## src/rtl/i2c_hpc_pkg.sv

```systemverilog
package i2c_hpc_pkg;
  typedef enum logic [1:0] {
    PC_NONE = 2'd0,
    PC_RX   = 2'd1,
    PC_TX   = 2'd2,
    PC_RS   = 2'd3
  } pause_cause_e;
endpackage

```

## src/rtl/hpc_pause_ctl.sv

```systemverilog
module hpc_pause_ctl
  import i2c_hpc_pkg::*;
#(
  parameter int CNT_W  = 8,
  parameter int POS_W  = 4,
  parameter int RX_POS = 7,
  parameter int TX_POS = 8,
  parameter int RS_POS = 9
) (
  input  logic             clk_i,
  input  logic             rst_ni,
  input  logic             host_en_i,
  input  logic             host_act_i,
  input  logic             pend_i,
  input  logic             scl_fall_i,
  input  logic [POS_W-1:0] bit_pos_i,
  input  logic             rx_full_i,
  input  logic             tx_empty_i,
  input  logic [CNT_W-1:0] byte_cnt_i,
  input  logic             ack_stat_i,
  input  logic             rsen_i,
  input  logic             trig_i,
  input  logic             start_set_i,
  input  logic             tx_wr_i,
  input  logic             rx_rd_i,
  output logic             pause_o,
  output logic             rs_release_o
);
  localparam logic [POS_W-1:0] RX_P = POS_W'(RX_POS);
  localparam logic [POS_W-1:0] TX_P = POS_W'(TX_POS);
  localparam logic [POS_W-1:0] RS_P = POS_W'(RS_POS);

  logic         pause_q;
  pause_cause_e cause_q;
  logic         cnt_zero, hit_rx, hit_tx, hit_rs;

  assign cnt_zero = (byte_cnt_i == '0);
  assign hit_rx   = (bit_pos_i == RX_P) && rx_full_i;
  assign hit_tx   = (bit_pos_i == TX_P) && tx_empty_i && !cnt_zero;
  assign hit_rs   = (bit_pos_i == RS_P) && rsen_i && (cnt_zero || ack_stat_i);

  assign rs_release_o = pause_q && (cause_q == PC_RS) && trig_i;
  assign pause_o      = pause_q;

  always_ff @(posedge clk_i or negedge rst_ni) begin
    if (!rst_ni) begin
      pause_q <= 1'b0;
      cause_q <= PC_NONE;
    end else if (!host_en_i || !host_act_i) begin
      pause_q <= 1'b0;
      cause_q <= PC_NONE;
    end else if (pause_q) begin
      unique case (cause_q)
        PC_RX:   if (rx_rd_i)  begin pause_q <= 1'b0; cause_q <= PC_NONE; end
        PC_TX:   if (tx_wr_i)  begin pause_q <= 1'b0; cause_q <= PC_NONE; end
        PC_RS:   if (trig_i)   begin pause_q <= 1'b0; cause_q <= PC_NONE; end
        default: begin pause_q <= 1'b0; cause_q <= PC_NONE; end
      endcase
    end else if (scl_fall_i && !pend_i) begin
      if (hit_rx) begin
        pause_q <= 1'b1;
        cause_q <= PC_RX;
      end else if (hit_tx) begin
        pause_q <= 1'b1;
        cause_q <= PC_TX;
      end else if (hit_rs) begin
        pause_q <= 1'b1;
        cause_q <= PC_RS;
      end
    end
  end


  pause_on_edge_chk: assert property (@(posedge clk_i) disable iff (!rst_ni)
    $rose(pause_q) |-> $past(scl_fall_i));


  rx_hold_chk: assert property (@(posedge clk_i) disable iff (!rst_ni)
    (pause_q && cause_q == PC_RX && host_en_i && host_act_i && !rx_rd_i) |=> pause_q);


  tx_hold_chk: assert property (@(posedge clk_i) disable iff (!rst_ni)
    (pause_q && cause_q == PC_TX && host_en_i && host_act_i && !tx_wr_i) |=> pause_q);

  // unused start_set_i reaches here only through trig_i
  logic unused_ok;
  assign unused_ok = start_set_i;
endmodule

```

## src/rtl/hpc_req_ctl.sv

```systemverilog
module hpc_req_ctl (
  input  logic clk_i,
  input  logic rst_ni,
  input  logic host_en_i,
  input  logic trig_i,
  input  logic rs_release_i,
  input  logic cond_sent_i,
  input  logic stop_done_i,
  output logic start_req_o,
  output logic restart_req_o,
  output logic host_act_o
);
  logic start_q, restart_q, act_q;

  always_ff @(posedge clk_i or negedge rst_ni) begin
    if (!rst_ni) begin
      start_q   <= 1'b0;
      restart_q <= 1'b0;
      act_q     <= 1'b0;
    end else if (!host_en_i) begin
      start_q   <= 1'b0;
      restart_q <= 1'b0;
      act_q     <= 1'b0;
    end else begin
      if (start_q) begin
        if (cond_sent_i) begin
          start_q <= 1'b0;
          act_q   <= 1'b1;
        end
      end else if (stop_done_i) begin
        act_q     <= 1'b0;
        restart_q <= 1'b0;
      end else if (!act_q && trig_i) begin
        start_q <= 1'b1;
      end

      if (restart_q) begin
        if (cond_sent_i) restart_q <= 1'b0;
      end else if (rs_release_i && !stop_done_i) begin
        restart_q <= 1'b1;
      end
    end
  end

  assign start_req_o   = start_q;
  assign restart_req_o = restart_q;
  assign host_act_o    = act_q;


  req_excl_chk: assert property (@(posedge clk_i) disable iff (!rst_ni)
    !(start_q && restart_q));


  start_idle_chk: assert property (@(posedge clk_i) disable iff (!rst_ni)
    $rose(start_q) |-> !$past(act_q));


  restart_src_chk: assert property (@(posedge clk_i) disable iff (!rst_ni)
    $rose(restart_q) |-> $past(rs_release_i));


  start_hold_chk: assert property (@(posedge clk_i) disable iff (!rst_ni)
    (start_q && host_en_i && !cond_sent_i) |=> start_q);
endmodule

```

## src/rtl/i2c_host_pause_ctl.sv

```systemverilog
module i2c_host_pause_ctl #(
  parameter int CNT_W = 8
) (
  input  logic             clk_i,
  input  logic             rst_ni,
  input  logic             en_i,
  input  logic [2:0]       mode_i,
  input  logic             scl_fall_i,
  input  logic [3:0]       bit_pos_i,
  input  logic             rx_full_i,
  input  logic             tx_empty_i,
  input  logic [CNT_W-1:0] byte_cnt_i,
  input  logic             ack_stat_i,
  input  logic             rsen_i,
  input  logic             start_set_i,
  input  logic             tx_wr_i,
  input  logic             rx_rd_i,
  input  logic             cond_sent_i,
  input  logic             stop_done_i,
  output logic             start_req_o,
  output logic             restart_req_o,
  output logic             host_act_o,
  output logic             pause_o
);
  localparam int HOST_BIT = 2;

  logic host_en, trig, rs_release, pend;

  assign host_en = en_i && mode_i[HOST_BIT];
  assign trig    = host_en && (start_set_i || tx_wr_i);
  assign pend    = start_req_o || restart_req_o;

  hpc_req_ctl u_req (
    .clk_i         (clk_i),
    .rst_ni        (rst_ni),
    .host_en_i     (host_en),
    .trig_i        (trig),
    .rs_release_i  (rs_release),
    .cond_sent_i   (cond_sent_i),
    .stop_done_i   (stop_done_i),
    .start_req_o   (start_req_o),
    .restart_req_o (restart_req_o),
    .host_act_o    (host_act_o)
  );

  hpc_pause_ctl #(
    .CNT_W (CNT_W),
    .POS_W (4)
  ) u_pause (
    .clk_i        (clk_i),
    .rst_ni       (rst_ni),
    .host_en_i    (host_en),
    .host_act_i   (host_act_o),
    .pend_i       (pend),
    .scl_fall_i   (scl_fall_i),
    .bit_pos_i    (bit_pos_i),
    .rx_full_i    (rx_full_i),
    .tx_empty_i   (tx_empty_i),
    .byte_cnt_i   (byte_cnt_i),
    .ack_stat_i   (ack_stat_i),
    .rsen_i       (rsen_i),
    .trig_i       (trig),
    .start_set_i  (start_set_i),
    .tx_wr_i      (tx_wr_i),
    .rx_rd_i      (rx_rd_i),
    .pause_o      (pause_o),
    .rs_release_o (rs_release)
  );


  pause_act_chk: assert property (@(posedge clk_i) disable iff (!rst_ni)
    pause_o |-> host_act_o);


  disable_clr_chk: assert property (@(posedge clk_i) disable iff (!rst_ni)
    !host_en |=> !(start_req_o || restart_req_o || host_act_o || pause_o));


  client_idle_chk: assert property (@(posedge clk_i) disable iff (!rst_ni)
    (!mode_i[HOST_BIT] && !start_req_o) |=> !start_req_o);
endmodule

```

## config.mk

```make
export PLATFORM = sky130hd
export DESIGN_NAME = i2c_host_pause_ctl
export DESIGN_NICKNAME = d
export VERILOG_FILES = /design/src/rtl/i2c_hpc_pkg.sv /design/src/rtl/hpc_pause_ctl.sv /design/src/rtl/hpc_req_ctl.sv /design/src/rtl/i2c_host_pause_ctl.sv
export SDC_FILE = /design/constraint.sdc
export NUM_CORES = 1
export LEC_CHECK = 0
export BUFFER_PORTS_ARGS = -buffer_cell sky130_fd_sc_hd__buf_2
export CAP_MARGIN = 0
export CORE_AREA = 3 3 40 42
export DETAILED_ROUTE_END_ITERATION = 16
export DIE_AREA = 0 0 43 45
export PLACE_DENSITY_LB_ADDON = 0.08
export SETUP_SLACK_MARGIN = 0.15
export SLEW_MARGIN = 20
export SYNTH_ARGS = -nofsm -noshare
export SYNTH_HDL_FRONTEND = slang
export SYNTH_SLANG_ARGS = --single-unit
export TNS_END_PERCENT = 50
```

## constraint.sdc

```tcl
create_clock -name clk_i -period 3.2 [get_ports clk_i]
set_input_delay 0.32 -clock clk_i [delete_from_list [all_inputs] [get_ports clk_i]]
set_output_delay 0.32 -clock clk_i [all_outputs]
set_load 0.02 [all_outputs]
```

# After elaboration in Yosys (flattened, before gate mapping)
# Cells that the tools add are included.
# totals
elab_cells	77
ff_bits	6
in_bits	28
# classes
n_reduce_logical	26
n_mux	35
n_eq_ne	11
# op_table
op	n
$mux W1	24
$mux W2	9
$logic_and A1 B1 Y1	12
$eq A4 B4 Y1 const B	2
$logic_not A8 Y1	1
$ne A4 B4 Y1 const B	2
$pmux W2 S3	1
$logic_not A1 Y1	5
$reduce_and A5 Y1	1
$reduce_bool A5 Y1	1
$eq A2 B2 Y1 const B	2
$eq A4 B3 Y1 const B	1
$logic_or A1 B1 Y1	4
$ne A4 B3 Y1 const B	1
$ne A3 B2 Y1 const B	1
$ne A3 B3 Y1 const B	1
$pmux W1 S3	1
$reduce_bool A3 Y1	1
$eq A2 B1 Y1 const B	1
$reduce_and A2 Y1	1

# Depth between registers and ports, before layout
# Gate-level depths: netlist of the first run.
# depth
depth_word	9
ltp_mapped	4
mapped_depth_nobuf	4

# Modules after synthesis
# A second synthesis of the first run with hierarchy kept.
# unflattened
cells_unflattened	52
hier_area_um2	476.7
# by_module_without_submodules
mod	area_each_um2	seq_area_each_um2	n_inst	cells_each
hpc_pause_ctl	297.8	75.1	1	34
hpc_req_ctl	156.4	75.1	1	15
i2c_host_pause_ctl	22.5	0.0	1	3

# Worst setup path after synthesis of the first run
# No wires, ideal clock.
# synth_timing
path_kind	register to register
startpoint	reg u_pause.pause_q (netlist: u_pause.pause_o)
endpoint	reg u_pause.cause_q[1]
synth_period_minus_slack_ns	1.585
path_slack_ns	1.615
n_path_buf	0
required_ns	3.071
stages_incl_launch_ff	5
arrival_ns	1.455
cell_sequence	dfrtp_1 -> or4b_1 -> o31ai_2 -> or2_1 -> o22ai_1
# synth_between
elab_chain_cells	2
word_cells_on_any_way	8
cone_classes	eq/ne (3); mux (2); reduce/logical (3)
# synth_lines
item	line	text
from (decl)	hpc_pause_ctl.sv:33	logic pause_q;
from (signal assigned)	hpc_pause_ctl.sv:47	pause_q <= 1'b0;
from (signal assigned)	hpc_pause_ctl.sv:50	pause_q <= 1'b0;
from (signal assigned)	hpc_pause_ctl.sv:54	PC_RX: if (rx_rd_i) begin pause_q <= 1'b0; cause_q <= PC_NONE; end
$ne A4 B3 Y1 (no line), or another cell as far along	-	
$reduce_and A5 Y1 (no line) / $mux W2 (equally long branches)	-	
to (signal assigned)	hpc_pause_ctl.sv:48	cause_q <= PC_NONE;
to (signal assigned)	hpc_pause_ctl.sv:51	cause_q <= PC_NONE;
to (signal assigned)	hpc_pause_ctl.sv:54	
to (decl)	hpc_pause_ctl.sv:34	pause_cause_e cause_q;
# Parallel ways exist; a longest one is shown, timed or not.
# A chain may end at the register's enable or synchronous reset.

# Worst setup path after layout of the first run
# Ends and elaborated chain as after synthesis.

==> results of run 1 <==
-- cell type report --
cell class / count / area, um^2 / area share [%]
clock buffers: 3 / 22.5 / 3.31
well taps: 15 / 18.8 / 2.76
inverters: 2 / 7.51 / 1.10
flip-flops and latches: 6 / 150 / 22.1
multi-input cells: 46 / 327 / 48.0
repair buffers: 30 / 155 / 22.8
-- registers in the layout (all words and copies together), names as in the netlist --
signal               count
u_req.restart_req_o      1
u_pause.pause_o          1
u_req.start_req_o        1
u_pause.cause_q          2
u_req.host_act_o         1
-- worst reg2reg max path, delay by kind of cell (launching register included) --
kind | cells | cell delay (ns)
compound gates | 2 | 0.37
simple gates | 2 | 0.71
flops | 1 | 0.44
-- cells in the mapped netlist (all sizes together), types with 2 or more instances --
master,number
dfrtp,6
nor2,6
a21oi,5
nand2,5
o31ai,3
inv,2
nand3b,2
nand4,2
nor2b,2
nor4,2
o211ai,2
-- what timing repair did --
item                                   in CTS  in global routing
endpoints found under the hold margin       6                  0
hold buffers                                1                  0
buffers inserted                            0                  0
-- how the worst max path moves through the flow --
stage                                from  slack (ns)                 end  depth (start not counted)
after floorplan           u_pause.pause_o        1.62  u_pause.cause_q[1]                          4
after global placement       bit_pos_i[1]        1.63  u_pause.cause_q[0]                          5
after detailed placement  u_pause.pause_o        1.57  u_pause.cause_q[1]                          4
after CTS                 u_pause.pause_o        1.56  u_pause.cause_q[1]                          4
after global routing      u_pause.pause_o        1.44  u_pause.cause_q[1]                          4
final                     u_pause.pause_o        1.56  u_pause.cause_q[1]                          4
-- metrics by stage --
step | total power, mW | hold slack, ns | cells | instance area [um^2] | util, %
after global placement | 0.110 | 0.143 | 98 | 648 | 50.4
after global routing | 0.186 | 0.404 | 102 | 681 | 53.0
final | 0.176 | 0.377 | 102 | 681 | 53.0
after floorplan | 0.0890 | 0.0244 | 54 | 484 | -
after detailed placement | 0.111 | 0.144 | 98 | 648 | 50.4
after CTS | 0.180 | 0.377 | 102 | 681 | 53.0
-- per-layer routing --
metal	vias to the layer above	global-route usage (%)	routed length [um]
met5	-	0	0
met4	0	5.42	18
met3	2	1.20	72
met2	18	24.9	623
met1	247	16.0	524
li1	276	-	-
-- power breakdown --
| part | total [mW] | leakage [nW] | switching [mW] | internal (mW) |
|---|---|---|---|---|
| Clock | 0.0654 | 0.0138 | 0.0233 | 0.0421 |
| Combinational | 0.0336 | 0.211 | 0.0164 | 0.0172 |
| Sequential | 0.0768 | 0.0838 | 0.000345 | 0.0765 |
| Total | 0.176 | 0.309 | 0.0400 | 0.136 |
-- cell families after synthesis --
logic type      after synthesis  share of synthesized area [%]
compound gates               18                           31.8
buf+inv                       2                           1.55
simple gates                 28                           35.7
flops                         6                           31.0
==> results.py, run 1 <==
metrics = {
    "detailed_routing": {
        "wirelength_um": 1240,
        "firstDrtPassIters": 4,
        "via_count": 543,
        "wl_per_cell_um": 12.1,
        "drc": 0,
        "drt_iter0_markers": 7,
        "ant_nets": 0,
        "vias_per_cell": 5.32,
    },
    "clock_tree": {
        "cts.sinks": 6,
        "htreeDepth": 1,
        "cts.clk_slew.worst_paths_ns": 0.04,
        "cts_tree": "done",
        "clk_latency_ns": 0.24,
        "root_buffer": "clkbuf_4",
        "cts_buffers": 3,
        "clockBufferDepth": 2,
        "cts_resized": 0,
    },
    "setup_path": {
        "path_buf_inv": 0,
        "cp.required_ns": 3.30,
        "worstPathCellList": "or4b_1 -> o31ai_2 -> or2_1 -> o22ai_1",
        "critPathTopFamily": "simple AND/OR/NAND/NOR gates",
        "r2r_end": "u_pause.cause_q[1]",
        "cp-end-kind": "register",
        "start_kind": "register",
        "worstPathArrival_ns": 1.75,
        "critPathSlowestCell": "or4b_1",
        "reg2reg_from": "u_pause.pause_o",
        "crit_type": "register to register",
        "crit_path_max_fanout": 8,
        "reg2reg_slack_ns": 1.56,
        "r2r_cells": 4,
        "max_stage_delay_ns": 0.57,
    },
    "timing": {
        "finalHoldViolCount": 0,
        "fin_crit_sh_pct": 51.4,
        "period_minus_slack_ns": 1.64,
        "setup_slack_ns": 1.56,
        "setup_viol": 0,
        "slew_violations": 0,
        "fmax_ghz": 0.608,
        "clock_skew_ns": 0.00283,
        "tns_ns": 0,
        "rsz0062_at_grt": "false",
        "relSlewSlack_pct": 63.0,
        "worst_pin_slew_ns": 0.548,
    },
    "synthesis": {
        "yosys_warnings": 0,
        "async_reset_ff_share_pct": 100,
        "synth-main-ff-cell": "dfrtp_1",
        "synth.area.top_cells": "dfrtp_1 31%, a2111oi_4 5.7%, nor4_2 5.2%",
        "syn-instance-count": 54,
        "synth_top_area_share_pct": 31.0,
        "ys_seq_elements": 6,
        "synth_edf_count": 0,
        "synth_area_um2": 484,
        "synth.net_count": 82,
        "ys_seq_area_share_pct": 31.0,
        "syn_avg_cell_area_um2": 8.97,
        "ys_types": 31,
        "synth_top_area_cell": "dfrtp_1",
    },
    "hold_path": {
        "holdPathStages": 3,
        "min_from": "cond_sent_i",
        "worstHoldEndpoint": "u_req.host_act_o",
        "hp-class": "primary input to register",
    },
    "finish": {
        "final_cell_mix": "29 x buf_2, 6 x nor2_1, 6 x dfrtp_1",
        "n_fill_cell": 129,
        "insertedDiodeCount": 0,
        "areaGrowthSynthToFinish_pct": 40.6,
        "drive_gt1_share_pct": 44.8,
        "nets": 117,
        "final_common_cell": "buf_2",
    },
    "job": {
        "cap_violations": 0,
    },
    "placement": {
        "place_ws_ns": 1.57,
        "dp_hpwl_um": 1070,
        "place.port_buffers": 29,
        "gp_congestion": 0.740,
    },
    "grt": {
        "grt_use_total_pct": 13.4,
        "grt_pass1_vias": 473,
        "grt-ovfl-total": 0,
        "grt_pass1_wl_um": 1950,
        "grt_antenna_before_repair": 0,
        "grt_max_degree": 9,
    },
    "run_status": {
        "status": "finished, final reports clean",
    },
    "floorplan": {
        "num_rows": 13,
        "dieArea_mm2": 0.00194,
        "start_util_pct": 37.7,
        "die_y_um": 45,
        "io_pins": 32,
        "core_area_mm2": 0.00128,
        "die_width_um": 43,
    },
    "power_and_ir_drop": {
        "power_density_mw_per_mm2": 258,
        "leakage_nw": 0.309,
        "irDropWorstVdd_uv": 159,
    },
}
(Power assumes the default switching activity.)
==> run 2, diff against run 1 <==
==> constraint.sdc (replaced) <==
create_clock -name clk_i -period 1.7 [get_ports clk_i]
set_input_delay 0.17 -clock clk_i [delete_from_list [all_inputs] [get_ports clk_i]]
set_output_delay 0.17 -clock clk_i [all_outputs]
set_load 0.02 [all_outputs]
==> results.py, run 2 (synthesis gave the netlist of run 1 again) <==
metrics = {
    "grt": {
        "grt_pass1_wl_um": 2200,
        "grt_pass1_vias": 528,
        "busiest_layer": "met2",
        "met1_usage_pct": 18.3,
        "grt_max_degree": 8,
        "grt_antenna_before_repair": 0,
        "use_met2_pct": 24.3,
        "grt_use_met3_pct": 4.38,
        "grt_use_total_pct": 15.0,
        "grt-ovfl-total": 0,
    },
    "clock_tree": {
        "cts.sinks": 6,
        "clk_latency_ns": 0.24,
        "root_buffer": "clkbuf_4",
        "htreeDepth": 1,
        "cts.clk_slew.worst_paths_ns": 0.05,
        "cts_tree": "done",
        "cts_buffers": 3,
        "clockBufferDepth": 2,
    },
    "detailed_routing": {
        "via_count": 577,
        "firstDrtPassIters": 4,
        "ant_nets": 0,
        "drt_iter0_markers": 1,
        "vias_per_cell": 5.55,
        "drc": 0,
        "wirelength_um": 1280,
        "wl_per_cell_um": 12.3,
    },
    "timing": {
        "fin_crit_sh_pct": 87.7,
        "rsz0062_at_grt": "true",
        "relSlewSlack_pct": 73.1,
        "period_minus_slack_ns": 1.49,
        "setup_viol": 0,
        "finalHoldViolCount": 0,
        "tns_ns": 0,
        "slew_violations": 0,
        "fmax_ghz": 0.670,
        "worst_pin_slew_ns": 0.401,
        "clock_skew_ns": 0.00543,
        "whs_ns": 0.215,
    },
    "placement": {
        "gp_congestion": 0.772,
        "dp_hpwl_um": 1080,
        "place_area_um2": 662,
        "place.port_buffers": 29,
    },
    "finish": {
        "insertedDiodeCount": 0,
        "drive_gt1_share_pct": 50.6,
        "fin_util_pct": 55.1,
        "areaGrowthSynthToFinish_pct": 46.3,
        "final_common_cell": "buf_2",
        "n_fill_cell": 127,
        "final_cell_mix": "29 x buf_2, 6 x nor2_1, 5 x nand2_1",
        "final_area_um2": 708,
        "largest_register_ffs": 2,
        "top_register": "u_pause.cause_q",
        "nets": 119,
    },
    "power_and_ir_drop": {
        "power_density_mw_per_mm2": 477,
        "p_int_mw": 0.258,
        "seqPwrFrac_pct": 42.7,
        "irDropWorstVdd_uv": 280,
        "p_switching_mw": 0.0798,
        "p_clk_share_pct": 37.8,
        "comb_power_share_pct": 19.5,
        "switching_share_pct": 23.6,
        "leakage_nw": 0.320,
        "power_mw": 0.338,
    },
    "setup_path": {
        "worstPathArrival_ns": 1.61,
        "cp-end-kind": "register",
        "crit_path_max_fanout": 2,
        "cp.required_ns": 1.82,
        "start_kind": "register",
        "crit_type": "register to register",
    },
    "job": {
        "cap_violations": 0,
    },
    "floorplan": {
        "die_y_um": 45,
        "num_rows": 13,
        "io_pins": 32,
        "dieArea_mm2": 0.00194,
        "die_width_um": 43,
        "core_area_mm2": 0.00128,
        "start_util_pct": 37.7,
    },
    "run_status": {
        "status": "finished, final reports clean",
    },
    "hold_path": {
        "hp-class": "primary input to register",
    },
}
-- run 2: cell count changes in the layout (fill, tap and decap cells not counted), sizes merged --
cell,before,now
buf,29,31
-- run 2: power groups by stage --
stage	clock network [mW]	registers, mW	logic (mW)
2_1_floorplan	0	0.147	0.0217
3_3_place_gp	0	0.147	0.0621
3_5_place_dp	0	0.147	0.0630
4_1_cts	0.134	0.144	0.0661
5_1_grt	0.150	0.144	0.0740
6_report	0.128	0.144	0.0660
-- run 2: final cells by class --
type | instances | area [um^2] | area share (%)
Multi-Input combinational cell | 46 | 337 | 47.5
Clock buffer | 3 | 22.5 | 3.18
Inverter | 2 | 7.51 | 1.06
Sequential cell | 6 | 153 | 21.6
Timing Repair Buffer | 32 | 170 | 24.0
Tap cell | 15 | 18.8 | 2.65
-- run 2: worst max-delay path: stages, from the launching register on --
cell,delay (ns)
dfrtp_2,0.39
or4b_4,0.54
o31ai_2,0.24
or2_1,0.13
o22ai_1,0.07
-- run 2: stage by stage --
stage | setup slack (ns) | instances
floorplan | 0.155 | 54
global placement | 0.157 | 99
detailed placement | 0.150 | 99
CTS | 0.200 | 104
global route | 0.108 | 104
finish | 0.208 | 104
-- run 2: metal layers --
metal	vias to the layer above	wire length, um	part of all wire, %
li1	283	-	-
met1	256	585	46
met2	34	533	42
met3	4	151	12
met4	0	12	0.94
met5	-	0	0
-- run 2: repair_timing --
item	CTS	global route
endpoints found under the hold margin	6	0
buffers inserted	1	0
resized for setup	0	1
setup endpoints to repair	1	3
hold buffers	1	0
-- run 2: final timing paths --
| kind | cells after the start | slack (ns) | endpoint | start |
|---|---|---|---|---|
| min reg2reg | 2 | 0.59 | u_req.host_act_o | u_req.host_act_o |
| max in group asynchronous | 2 | 1.24 | u_req.start_req_o | rst_ni |
| min | 3 | 0.21 | u_req.host_act_o | cond_sent_i |
| min in group asynchronous | 2 | 0.29 | u_pause.cause_q[1] | rst_ni |
| max reg2reg | 4 | 0.21 | u_pause.cause_q[1] | u_req.start_req_o |
| max | 4 | 0.21 | u_pause.cause_q[1] | u_req.start_req_o |
==> run 3, diff against run 2 <==
--- a/config.mk
+++ b/config.mk
@@ -7,9 +7,11 @@
 export LEC_CHECK = 0
 export BUFFER_PORTS_ARGS = -buffer_cell sky130_fd_sc_hd__buf_2
 export CAP_MARGIN = 0
-export CORE_AREA = 3 3 40 42
+export CELL_PAD_IN_SITES_DETAIL_PLACEMENT = 0
+export CELL_PAD_IN_SITES_GLOBAL_PLACEMENT = 1
+export CORE_MARGIN = 3
+export CORE_UTILIZATION = 27
 export DETAILED_ROUTE_END_ITERATION = 16
-export DIE_AREA = 0 0 43 45
 export PLACE_DENSITY_LB_ADDON = 0.08
 export SETUP_SLACK_MARGIN = 0.15
 export SLEW_MARGIN = 20
==> results.py, run 3 (synthesis gave the netlist of run 1 again) <==
metrics = {
    "finish": {
        "largest_register_ffs": 2,
        "nets": 119,
        "final_cell_mix": "29 x buf_2, 6 x nor2_1, 5 x nand2_1",
        "final_common_cell": "buf_2",
        "final_area_um2": 728,
        "areaGrowthSynthToFinish_pct": 50.4,
        "insertedDiodeCount": 0,
        "top_register": "u_pause.cause_q",
        "fin_cells": 113,
        "drive_gt1_share_pct": 50.6,
    },
    "grt": {
        "grt_max_degree": 8,
        "grt_pass1_wl_um": 2170,
        "grt-ovfl-total": 0,
        "grt_pass1_vias": 542,
        "grt_antenna_before_repair": 0,
        "grt_use_total_pct": 11.7,
    },
    "power_and_ir_drop": {
        "switching_share_pct": 23.0,
        "seqPwrFrac_pct": 43.1,
        "p_clk_share_pct": 36.8,
        "p_int_mw": 0.258,
        "p_switching_mw": 0.0769,
        "leakage_nw": 0.321,
        "comb_power_share_pct": 20.1,
        "power_density_mw_per_mm2": 460,
        "irDropWorstVdd_uv": 384,
    },
    "floorplan": {
        "start_util_pct": 30.4,
        "dieArea_mm2": 0.00234,
        "die_y_um": 48.4,
        "io_pins": 32,
        "num_rows": 14,
        "die_width_um": 48.4,
        "core_area_mm2": 0.00159,
    },
    "clock_tree": {
        "cts.clk_slew.worst_paths_ns": 0.04,
        "htreeDepth": 1,
        "clockBufferDepth": 2,
        "cts_buffers": 3,
        "root_buffer": "clkbuf_4",
        "cts.sinks": 6,
        "clk_latency_ns": 0.23,
        "cts_tree": "done",
    },
    "setup_path": {
        "worstPathArrival_ns": 1.62,
        "cp-end-kind": "register",
        "reg2reg_slack_ns": 0.19,
        "cp.required_ns": 1.81,
        "crit_type": "register to register",
        "crit_path_max_fanout": 2,
        "start_kind": "register",
    },
    "timing": {
        "relSlewSlack_pct": 71.0,
        "fin_crit_sh_pct": 88.9,
        "finalHoldViolCount": 0,
        "worst_pin_slew_ns": 0.432,
        "clock_skew_ns": 0.00204,
        "tns_ns": 0,
        "setup_viol": 0,
        "fmax_ghz": 0.662,
        "whs_ns": 0.230,
        "rsz0062_at_grt": "false",
        "slew_violations": 0,
        "period_minus_slack_ns": 1.51,
    },
    "placement": {
        "place.port_buffers": 29,
        "dp_hpwl_um": 1100,
        "dp.cells": 108,
        "place_area_um2": 673,
        "gp_congestion": 0.708,
    },
    "detailed_routing": {
        "wl_per_cell_um": 11.6,
        "via_count": 546,
        "wirelength_um": 1310,
        "ant_nets": 0,
        "drc": 0,
        "vias_per_cell": 4.83,
        "drt_iter0_markers": 13,
        "firstDrtPassIters": 4,
    },
    "hold_path": {
        "hp-class": "primary input to register",
    },
    "run_status": {
        "status": "finished, final reports clean",
    },
    "job": {
        "cap_violations": 0,
    },
}
run 3: repair_timing:
action                                  CTS  global route
resized for setup                         1             1
setup buffers                             1             0
hold buffers                              1             0
endpoints found under the hold margin     6             0
endpoints found under the setup margin    1             2
run 3: layout make-up:
type	count	area [um^2]
Fill cell	160	866
Clock buffer	3	22.5
Inverter	2	7.51
Timing Repair Buffer	32	170
Multi-Input combinational cell	46	345
Sequential cell	6	153
Tap cell	24	30.0
run 3: worst max-delay path: stages, from the launching register on:
cell	delay [ns]
dfrtp_2	0.39
or4b_4	0.55
o31ai_4	0.23
or2_1	0.12
o22ai_1	0.07
run 3: metal layers:
layer / vias up / wire, um / GRT usage (%)
met5: - / 0 / 0
met2: 16 / 622 / 19.0
li1: 281 / - / -
met1: 249 / 616 / 14.7
met4: 0 / 0 / 4.27
met3: 0 / 72 / 3.37
run 3: worst paths after layout:
kind	from	cells past startpoint	end
setup / recovery	u_req.start_req_o	4	u_pause.cause_q[1]
hold / removal	cond_sent_i	3	u_req.host_act_o
setup reg to reg	u_req.start_req_o	4	u_pause.cause_q[1]
hold reg to reg	u_req.host_act_o	2	u_req.host_act_o
max in group asynchronous	rst_ni	2	u_pause.pause_o
min in group asynchronous	rst_ni	2	u_req.restart_req_o
run 3: through the flow:
step	total power, mW	setup WS (ns)	utilization, %
2_1_floorplan	0.169	0.155	-
3_3_place_gp	0.208	0.161	42.2
3_5_place_dp	0.210	0.135	42.2
4_1_cts	0.342	0.185	45.3
5_1_grt	0.358	0.153	45.7
6_report	0.335	0.189	45.7
run 3: power groups by stage:
stage               Combinational, mW  Sequential (mW)  Clock (mW)
floorplan                      0.0217            0.147           0
global placement               0.0615            0.147           0
detailed placement             0.0633            0.147           0
CTS                            0.0676            0.144       0.130
global route                   0.0744            0.144       0.140
finish                         0.0674            0.144       0.123
